**src/rtl/fpLoadPkg.sv**
```systemverilog
package fpLoadPkg;
  localparam int WORD_W    = 32;
  localparam int DWORD_W   = 2 * WORD_W;
  localparam int REG_IDX_W = 5;
  localparam int GPR_IDX_W = 4;
  localparam int CNT_W     = 8;
  localparam int NUM_REGS  = 1 << REG_IDX_W;
  localparam int MAX_DBL   = NUM_REGS / 2;
  localparam int WORD_BYTES = WORD_W / 8;
  localparam logic [GPR_IDX_W-1:0] PC_IDX = '1;

  typedef struct packed {
    logic                 isDouble;
    logic                 up;
    logic                 wback;
    logic [REG_IDX_W-1:0] firstIdx;
    logic [CNT_W-1:0]     count;
    logic [GPR_IDX_W-1:0] baseIdx;
    logic [WORD_W-1:0]    offset;
    logic                 undef;
    logic                 unpred;
  } decInfo_t;

  typedef struct packed {
    logic load;
    logic beat;
    logic baseWr;
  } pathCmd_t;

  typedef enum logic [2:0] {
    ST_IDLE, ST_READ, ST_WB, ST_DONE, ST_FLAG
  } seqState_t;
endpackage

```
**src/rtl/fpLoadDecode.sv**
```systemverilog
module fpLoadDecode import fpLoadPkg::*; (
  input  logic [31:0] instr,
  output decInfo_t    info
);
  logic             pBit, uBit, wBit, dBit, dblSel;
  logic [3:0]       vd;
  logic [CNT_W-1:0] imm8;
  logic [REG_IDX_W-1:0] first;
  logic [CNT_W-1:0] cnt;
  logic [CNT_W:0]   span;
  logic             foreign, badMode, rangeBad;

  always_comb begin
    pBit   = instr[24];
    uBit   = instr[23];
    wBit   = instr[21];
    dBit   = instr[22];
    dblSel = instr[8];
    vd     = instr[15:12];
    imm8   = instr[7:0];
    first  = dblSel ? {dBit, vd} : {vd, dBit};
    cnt    = dblSel ? {1'b0, imm8[CNT_W-1:1]} : imm8;
    span   = (CNT_W+1)'(first) + (CNT_W+1)'(cnt);

    foreign = (instr[27:25] != 3'b110) || !instr[20] || (instr[11:9] != 3'b101);
    badMode = (!pBit && !uBit && !wBit) || (pBit && !wBit) || ((pBit == uBit) && wBit);

    rangeBad = (cnt == '0)
            || (span > (CNT_W+1)'(NUM_REGS))
            || (dblSel && (cnt > CNT_W'(MAX_DBL)))
            || (dblSel && imm8[0] && (span > (CNT_W+1)'(MAX_DBL)))
            || ((instr[19:16] == PC_IDX) && wBit);

    info.isDouble = dblSel;
    info.up       = uBit;
    info.wback    = wBit;
    info.firstIdx = first;
    info.count    = cnt;
    info.baseIdx  = instr[19:16];
    info.offset   = {{(WORD_W-CNT_W-2){1'b0}}, imm8, 2'b00};
    info.undef    = foreign || badMode;
    info.unpred   = !(foreign || badMode) && rangeBad;
  end
endmodule

```
**src/rtl/fpLoadCtrl.sv**
```systemverilog
module fpLoadCtrl import fpLoadPkg::*; (
  input  logic     clk,
  input  logic     rstN,
  input  logic     start,
  input  logic     decUndef,
  input  logic     decUnpred,
  input  logic     memValid,
  input  logic     lastBeat,
  output pathCmd_t cmd,
  output logic     memReq,
  output logic     undefFlag,
  output logic     unpredFlag,
  output logic     done,
  output logic     busy
);
  seqState_t state, nextState;
  logic      heldUndef, heldUnpred;
  logic      accept, rejected;

  assign accept   = (state == ST_IDLE) && start;
  assign rejected = decUndef || decUnpred;

  always_comb begin
    nextState = state;
    unique case (state)
      ST_IDLE: if (start) nextState = rejected ? ST_FLAG : ST_READ;
      ST_READ: if (memValid && lastBeat) nextState = ST_WB;
      ST_WB:   nextState = ST_DONE;
      ST_DONE: nextState = ST_IDLE;
      ST_FLAG: nextState = ST_IDLE;
      default: nextState = ST_IDLE;
    endcase
  end

  always_ff @(posedge clk or negedge rstN) begin
    if (!rstN) begin
      state      <= ST_IDLE;
      heldUndef  <= 1'b0;
      heldUnpred <= 1'b0;
    end else begin
      state <= nextState;
      if (accept) begin
        heldUndef  <= decUndef;
        heldUnpred <= decUnpred;
      end
    end
  end

  always_comb begin
    cmd.load   = accept && !rejected;
    cmd.beat   = (state == ST_READ) && memValid;
    cmd.baseWr = (state == ST_WB);
    memReq     = (state == ST_READ);
    done       = (state == ST_DONE) || (state == ST_FLAG);
    undefFlag  = (state == ST_FLAG) && heldUndef;
    unpredFlag = (state == ST_FLAG) && heldUnpred;
    busy       = (state != ST_IDLE);
  end
endmodule

```
**src/rtl/fpLoadPath.sv**
```systemverilog
module fpLoadPath import fpLoadPkg::*; (
  input  logic                 clk,
  input  logic                 rstN,
  input  pathCmd_t             cmd,
  input  decInfo_t             info,
  input  logic [WORD_W-1:0]    baseVal,
  input  logic                 bigEndian,
  input  logic [WORD_W-1:0]    memData,
  output logic [WORD_W-1:0]    memAddr,
  output logic                 lastBeat,
  output logic                 sWrEn,
  output logic [REG_IDX_W-1:0] sWrIdx,
  output logic [WORD_W-1:0]    sWrData,
  output logic                 dWrEn,
  output logic [REG_IDX_W-1:0] dWrIdx,
  output logic [DWORD_W-1:0]   dWrData,
  output logic                 baseWrEn,
  output logic [GPR_IDX_W-1:0] baseWrIdx,
  output logic [WORD_W-1:0]    baseWrData
);
  logic [WORD_W-1:0]    addrQ, wbValQ, firstWordQ;
  logic [CNT_W-1:0]     remainQ;
  logic [REG_IDX_W-1:0] curIdxQ;
  logic                 halfQ, dblQ, beQ, wbQ;
  logic [GPR_IDX_W-1:0] baseIdxQ;

  assign memAddr    = addrQ;
  assign lastBeat   = (remainQ == CNT_W'(1)) && (!dblQ || halfQ);
  assign baseWrEn   = cmd.baseWr && wbQ;
  assign baseWrIdx  = baseIdxQ;
  assign baseWrData = wbValQ;

  always_ff @(posedge clk or negedge rstN) begin
    if (!rstN) begin
      addrQ      <= '0;
      wbValQ     <= '0;
      firstWordQ <= '0;
      remainQ    <= '0;
      curIdxQ    <= '0;
      halfQ      <= 1'b0;
      dblQ       <= 1'b0;
      beQ        <= 1'b0;
      wbQ        <= 1'b0;
      baseIdxQ   <= '0;
      sWrEn      <= 1'b0;
      sWrIdx     <= '0;
      sWrData    <= '0;
      dWrEn      <= 1'b0;
      dWrIdx     <= '0;
      dWrData    <= '0;
    end else begin
      sWrEn <= 1'b0;
      dWrEn <= 1'b0;
      if (cmd.load) begin
        addrQ    <= info.up ? baseVal : baseVal - info.offset;
        wbValQ   <= info.up ? baseVal + info.offset : baseVal - info.offset;
        remainQ  <= info.count;
        curIdxQ  <= info.firstIdx;
        halfQ    <= 1'b0;
        dblQ     <= info.isDouble;
        beQ      <= bigEndian;
        wbQ      <= info.wback;
        baseIdxQ <= info.baseIdx;
      end else if (cmd.beat) begin
        addrQ <= addrQ + WORD_W'(WORD_BYTES);
        if (!dblQ) begin
          sWrEn   <= 1'b1;
          sWrIdx  <= curIdxQ;
          sWrData <= memData;
          curIdxQ <= curIdxQ + REG_IDX_W'(1);
          remainQ <= remainQ - CNT_W'(1);
        end else if (!halfQ) begin
          firstWordQ <= memData;
          halfQ      <= 1'b1;
        end else begin
          dWrEn   <= 1'b1;
          dWrIdx  <= curIdxQ;
          dWrData <= beQ ? {firstWordQ, memData} : {memData, firstWordQ};
          curIdxQ <= curIdxQ + REG_IDX_W'(1);
          remainQ <= remainQ - CNT_W'(1);
          halfQ   <= 1'b0;
        end
      end
    end
  end
endmodule

```
**src/rtl/fpRegLoadSeq.sv**
```systemverilog
module fpRegLoadSeq import fpLoadPkg::*; (
  input  logic                 clk,
  input  logic                 rstN,
  input  logic                 start,
  input  logic [31:0]          instr,
  input  logic [WORD_W-1:0]    baseVal,
  input  logic                 bigEndian,
  output logic                 memReq,
  output logic [WORD_W-1:0]    memAddr,
  input  logic                 memValid,
  input  logic [WORD_W-1:0]    memData,
  output logic                 sWrEn,
  output logic [REG_IDX_W-1:0] sWrIdx,
  output logic [WORD_W-1:0]    sWrData,
  output logic                 dWrEn,
  output logic [REG_IDX_W-1:0] dWrIdx,
  output logic [DWORD_W-1:0]   dWrData,
  output logic                 baseWrEn,
  output logic [GPR_IDX_W-1:0] baseWrIdx,
  output logic [WORD_W-1:0]    baseWrData,
  output logic                 undefFlag,
  output logic                 unpredFlag,
  output logic                 done,
  output logic                 busy
);
  decInfo_t decInfo;
  pathCmd_t pathCmd;
  logic     lastBeat;

  fpLoadDecode u_decode (
    .instr (instr),
    .info  (decInfo)
  );

  fpLoadCtrl u_ctrl (
    .clk        (clk),
    .rstN       (rstN),
    .start      (start),
    .decUndef   (decInfo.undef),
    .decUnpred  (decInfo.unpred),
    .memValid   (memValid),
    .lastBeat   (lastBeat),
    .cmd        (pathCmd),
    .memReq     (memReq),
    .undefFlag  (undefFlag),
    .unpredFlag (unpredFlag),
    .done       (done),
    .busy       (busy)
  );

  fpLoadPath u_path (
    .clk        (clk),
    .rstN       (rstN),
    .cmd        (pathCmd),
    .info       (decInfo),
    .baseVal    (baseVal),
    .bigEndian  (bigEndian),
    .memData    (memData),
    .memAddr    (memAddr),
    .lastBeat   (lastBeat),
    .sWrEn      (sWrEn),
    .sWrIdx     (sWrIdx),
    .sWrData    (sWrData),
    .dWrEn      (dWrEn),
    .dWrIdx     (dWrIdx),
    .dWrData    (dWrData),
    .baseWrEn   (baseWrEn),
    .baseWrIdx  (baseWrIdx),
    .baseWrData (baseWrData)
  );
endmodule

```
**config.mk**
```make
export PLATFORM = sky130hd
export DESIGN_NAME = fpRegLoadSeq
export DESIGN_NICKNAME = d
export VERILOG_FILES = /design/src/rtl/fpLoadPkg.sv /design/src/rtl/fpLoadDecode.sv /design/src/rtl/fpLoadCtrl.sv /design/src/rtl/fpLoadPath.sv /design/src/rtl/fpRegLoadSeq.sv
export SDC_FILE = /design/constraint.sdc
export NUM_CORES = 1
export LEC_CHECK = 0
export BUFFER_PORTS_ARGS = -buffer_cell sky130_fd_sc_hd__buf_2
export CAP_MARGIN = 20
export CORE_MARGIN = 10
export CORE_UTILIZATION = 59
export CTS_CLUSTER_DIAMETER = 40
export DETAILED_ROUTE_END_ITERATION = 10
export PLACE_DENSITY = 0.86
export SLEW_MARGIN = 20
export SYNTH_ARGS = -nofsm -noshare
export SYNTH_HDL_FRONTEND = slang
export SYNTH_SLANG_ARGS = --single-unit
```
**constraint.sdc**
```tcl
create_clock -name clk -period 5.5 [get_ports clk]
set_input_delay 1.1 -clock clk [delete_from_list [all_inputs] [get_ports clk]]
set_output_delay 1.1 -clock clk [all_outputs]
set_load 0.01 [all_outputs]
```
==> impl_metrics.py <==
metrics = {
    "timing": {
        "drv_slew": 0,
        "finalSetupViolations": 0,
        "period_needed_ns": 4.26,
        "hold_viol": 0,
        "fmaxAchievable_mhz": 235,
        "worstMarginPinSlew_ns": 1.12,
        "rsz0062_at_grt": "no",
        "slew_headroom_pct": 25.2,
        "setup_tns_ns": 0,
        "finClkSkew_ns": 0.0128,
        "min_period_over_period_pct": 77.4,
    },
    "finish": {
        "layout.nets": 1627,
        "final_util_pct": 73.1,
        "drive_gt1_share_pct": 28.4,
        "area_growth_pct": 22.1,
        "mostFrequentLayoutCells": "buf_2 (277), dfrtp_1 (229), nand2_1 (207)",
        "diodes": 0,
        "layout_commonest_cell": "buf_2",
    },
    "pwr": {
        "seqPwrFrac_pct": 42.3,
        "share_comb_of_total_power_pct": 8.7,
        "p_switching_mw": 1.03,
        "swShare_pct": 25.3,
        "vdd_drop_max_mv": 0.256,
        "power.total_mw": 4.06,
        "p_leak_nw": 7.39,
        "clkPwrFrac_pct": 49.0,
        "power.density_nw_per_um2": 275,
        "p_int_mw": 3.03,
    },
    "setup_path": {
        "worstPathMaxFanout": 46,
        "crit_chain": "buf_2 -> o21ai_0 -> ha_1 -> a211o_1 -> a21boi_0 -> o211ai_1 -> a211oi_1 -> o2111a_2 -> buf_12 -> or3_1 -> o21ai_1 -> a21oi_1",
        "critPathSlowestCell": "o21ai_0",
        "critPathRequiredTime_ns": 5.96,
        "timing.critical_path.buf_inv": 2,
        "crit_type": "in2reg",
        "startpoint_type": "primary input",
        "slowest_delay_ns": 0.57,
        "end_kind": "flop",
        "crit_arrival_ns": 4.72,
        "path_delay_family": "compound AO/OA/AOI/OAI gates",
    },
    "die": {
        "row_count": 52,
        "initial_utilization_pct": 59.9,
        "die_width_um": 163,
        "pin_count": 283,
        "die_h_um": 163,
        "dieArea_sq_um": 26700,
        "coreArea_sq_um": 20200,
    },
    "route": {
        "drt_wl_total_um": 33800,
        "antenna_left": 0,
        "vias": 10300,
        "viasPerCell": 5.77,
        "firstDrtPassIters": 5,
        "wire_per_inst_um": 18.9,
        "drc": 0,
        "drt_iter0_markers": 667,
    },
    "clocking": {
        "htree_levels": 1,
        "clockRootBuffer": "clkbuf_16",
        "worstSkewPairLatency_ns": 0.55,
        "clockBufferDepth": 3,
        "cts_hold_buf": 0,
        "post_cts_resized": 0,
        "tritoncts": "done",
        "postCtsSetupBuffers": 0,
        "cts_num_sinks": 230,
        "cts-buffers-inserted": 31,
        "clkSlewWorstSetupHoldPaths_ns": 0.06,
    },
    "synth": {
        "ys_seq_area_share_pct": 47.5,
        "netlist_area_sq_um": 12100,
        "ys_warn_count": 0,
        "synth_cell_types": 70,
        "synth-seq-cells": 230,
        "syn_inst": 1243,
        "synth_flop_cell": "dfrtp_1",
        "synth_edf_count": 0,
        "synth_nets": 1373,
        "async_flop_share_pct": 100,
        "avgSynthCellArea_sq_um": 9.74,
    },
    "global_route": {
        "track_usage_pct": 24.1,
        "grt_max_degree": 143,
        "grt_pass1_wl_um": 53100,
        "antenna_found_initial": 1,
        "grt_pass1_vias": 10100,
        "gr-total-overflow": 0,
    },
    "placed_design": {
        "dpl.hpwl_um": 23800,
        "place_congestion": 0.886,
        "portBuffers": 278,
    },
    "run_status": {
        "status": "completed",
    },
    "run": {
        "maxCapViolCount": 0,
    },
    "min_path": {
        "hold_class": "in2async",
    },
}
layer usage:
metal	global-route usage (%)	wire, um	vias up
met5	0	7	-
met2	40.7	16400	446
met4	5.04	497	2
met3	7.05	3430	44
met1	30.0	13500	4997
li1	-	-	4842
power by group through the flow:
stage / sequential, mW / combinational (mW) / clock [mW]
after floorplan: 1.75 / 0.189 / 0
final: 1.72 / 0.354 / 1.99
after detailed placement: 1.75 / 0.345 / 0
after global routing: 1.72 / 0.390 / 2.09
after global placement: 1.75 / 0.335 / 0
after CTS: 1.72 / 0.349 / 2.02
metrics by stage:
step	worst slack [ns]	hold slack (ns)	std cells	instance area, sq um
6_report	1.24	0.431	1792	14800
5_1_grt	1.04	0.439	1792	14800
4_1_cts	1.36	0.465	1791	14800
3_5_place_dp	0.777	0.452	1733	13700
3_3_place_gp	0.870	0.447	1733	13700
2_1_floorplan	1.05	0.431	1243	12100
sequential cells by signal, indices dropped and copies added (netlist names):
| signal | flops |
|---|---|
| u_path.wbQ | 1 |
| u_path.sWrIdx | 5 |
| u_ctrl.state | 3 |
| u_path.dWrIdx | 5 |
| u_ctrl.heldUnpred | 1 |
| u_path.halfQ | 1 |
| u_path.curIdxQ | 5 |
| u_path.remainQ | 8 |
| u_path.firstWordQ | 32 |
| u_path.sWrData | 32 |
| u_path.dWrEn | 1 |
| u_path.sWrEn | 1 |
| u_path.dWrData | 64 |
| u_path.memAddr | 32 |
| u_path.baseWrIdx | 4 |
| u_path.baseWrData | 32 |
| u_ctrl.heldUndef | 1 |
| u_path.beQ | 1 |
| u_path.dblQ | 1 |
logic make-up (layout without fill, tap and decap cells):
family | count (synthesis) | in the layout | share of synthesized area (%)
AOI/OAI and AO/OA | 252 | 252 | 12.3
xor gates and xnor gates | 73 | 73 | 5.28
DFF | 230 | 230 | 47.5
adders and majority gates | 29 | 29 | 3.18
muxes | 143 | 143 | 12.6
and+or+nand+nor | 421 | 421 | 16.0
buffers and inverters | 95 | 374 | 3.11
cell usage after synthesis, types with 8 or more instances:
cell type    n  area [sq um]
a21oi_1     52           260
and3_1      17           106
buf_2       13          65.1
clkbuf_1    44           165
dfrtp_1    230          5760
ha_1        26           325
inv_1       30           113
mux2_2      74           833
mux2i_1     66           661
nand2_1    207           777
nand2b_1     8          50.1
nand3_1     33           165
nand4_1      9          56.3
nor2_1      67           251
nor2b_1      8          50.1
nor3_1      26           130
o21ai_0     94           470
o21ai_1     39           195
or3_1       11          68.8
xnor2_1     47           412
xor2_1      26           228
path summary, 6_finish.rpt:
kind | start | end | slack, ns | cells past startpoint
worst max-delay path | instr[8] | u_path.memAddr[17] | 1.24 | 12
max in group asynchronous | rstN | u_path.dWrIdx[0] | 3.79 | 3
min in group clk | u_path.baseWrIdx[0] | u_path.baseWrIdx[0] | 0.46 | 2
worst max register to register | u_ctrl.state[1] | u_path.dWrData[56] | 2.73 | 6
worst min register to register | u_path.baseWrIdx[0] | u_path.baseWrIdx[0] | 0.46 | 2
worst min-delay path | rstN | u_path.sWrData[29] | 0.43 | 1
layout make-up:
class | instances | area (sq um)
well taps | 270 | 338
clock inverters | 22 | 225
repair buffers | 286 | 1520
fillers | 1394 | 5440
inverters | 30 | 113
flip-flops and latches | 230 | 5760
clock buffers | 36 | 825
multi-input cells | 918 | 6010
Note: power is estimated with default switching activity, not from simulation.
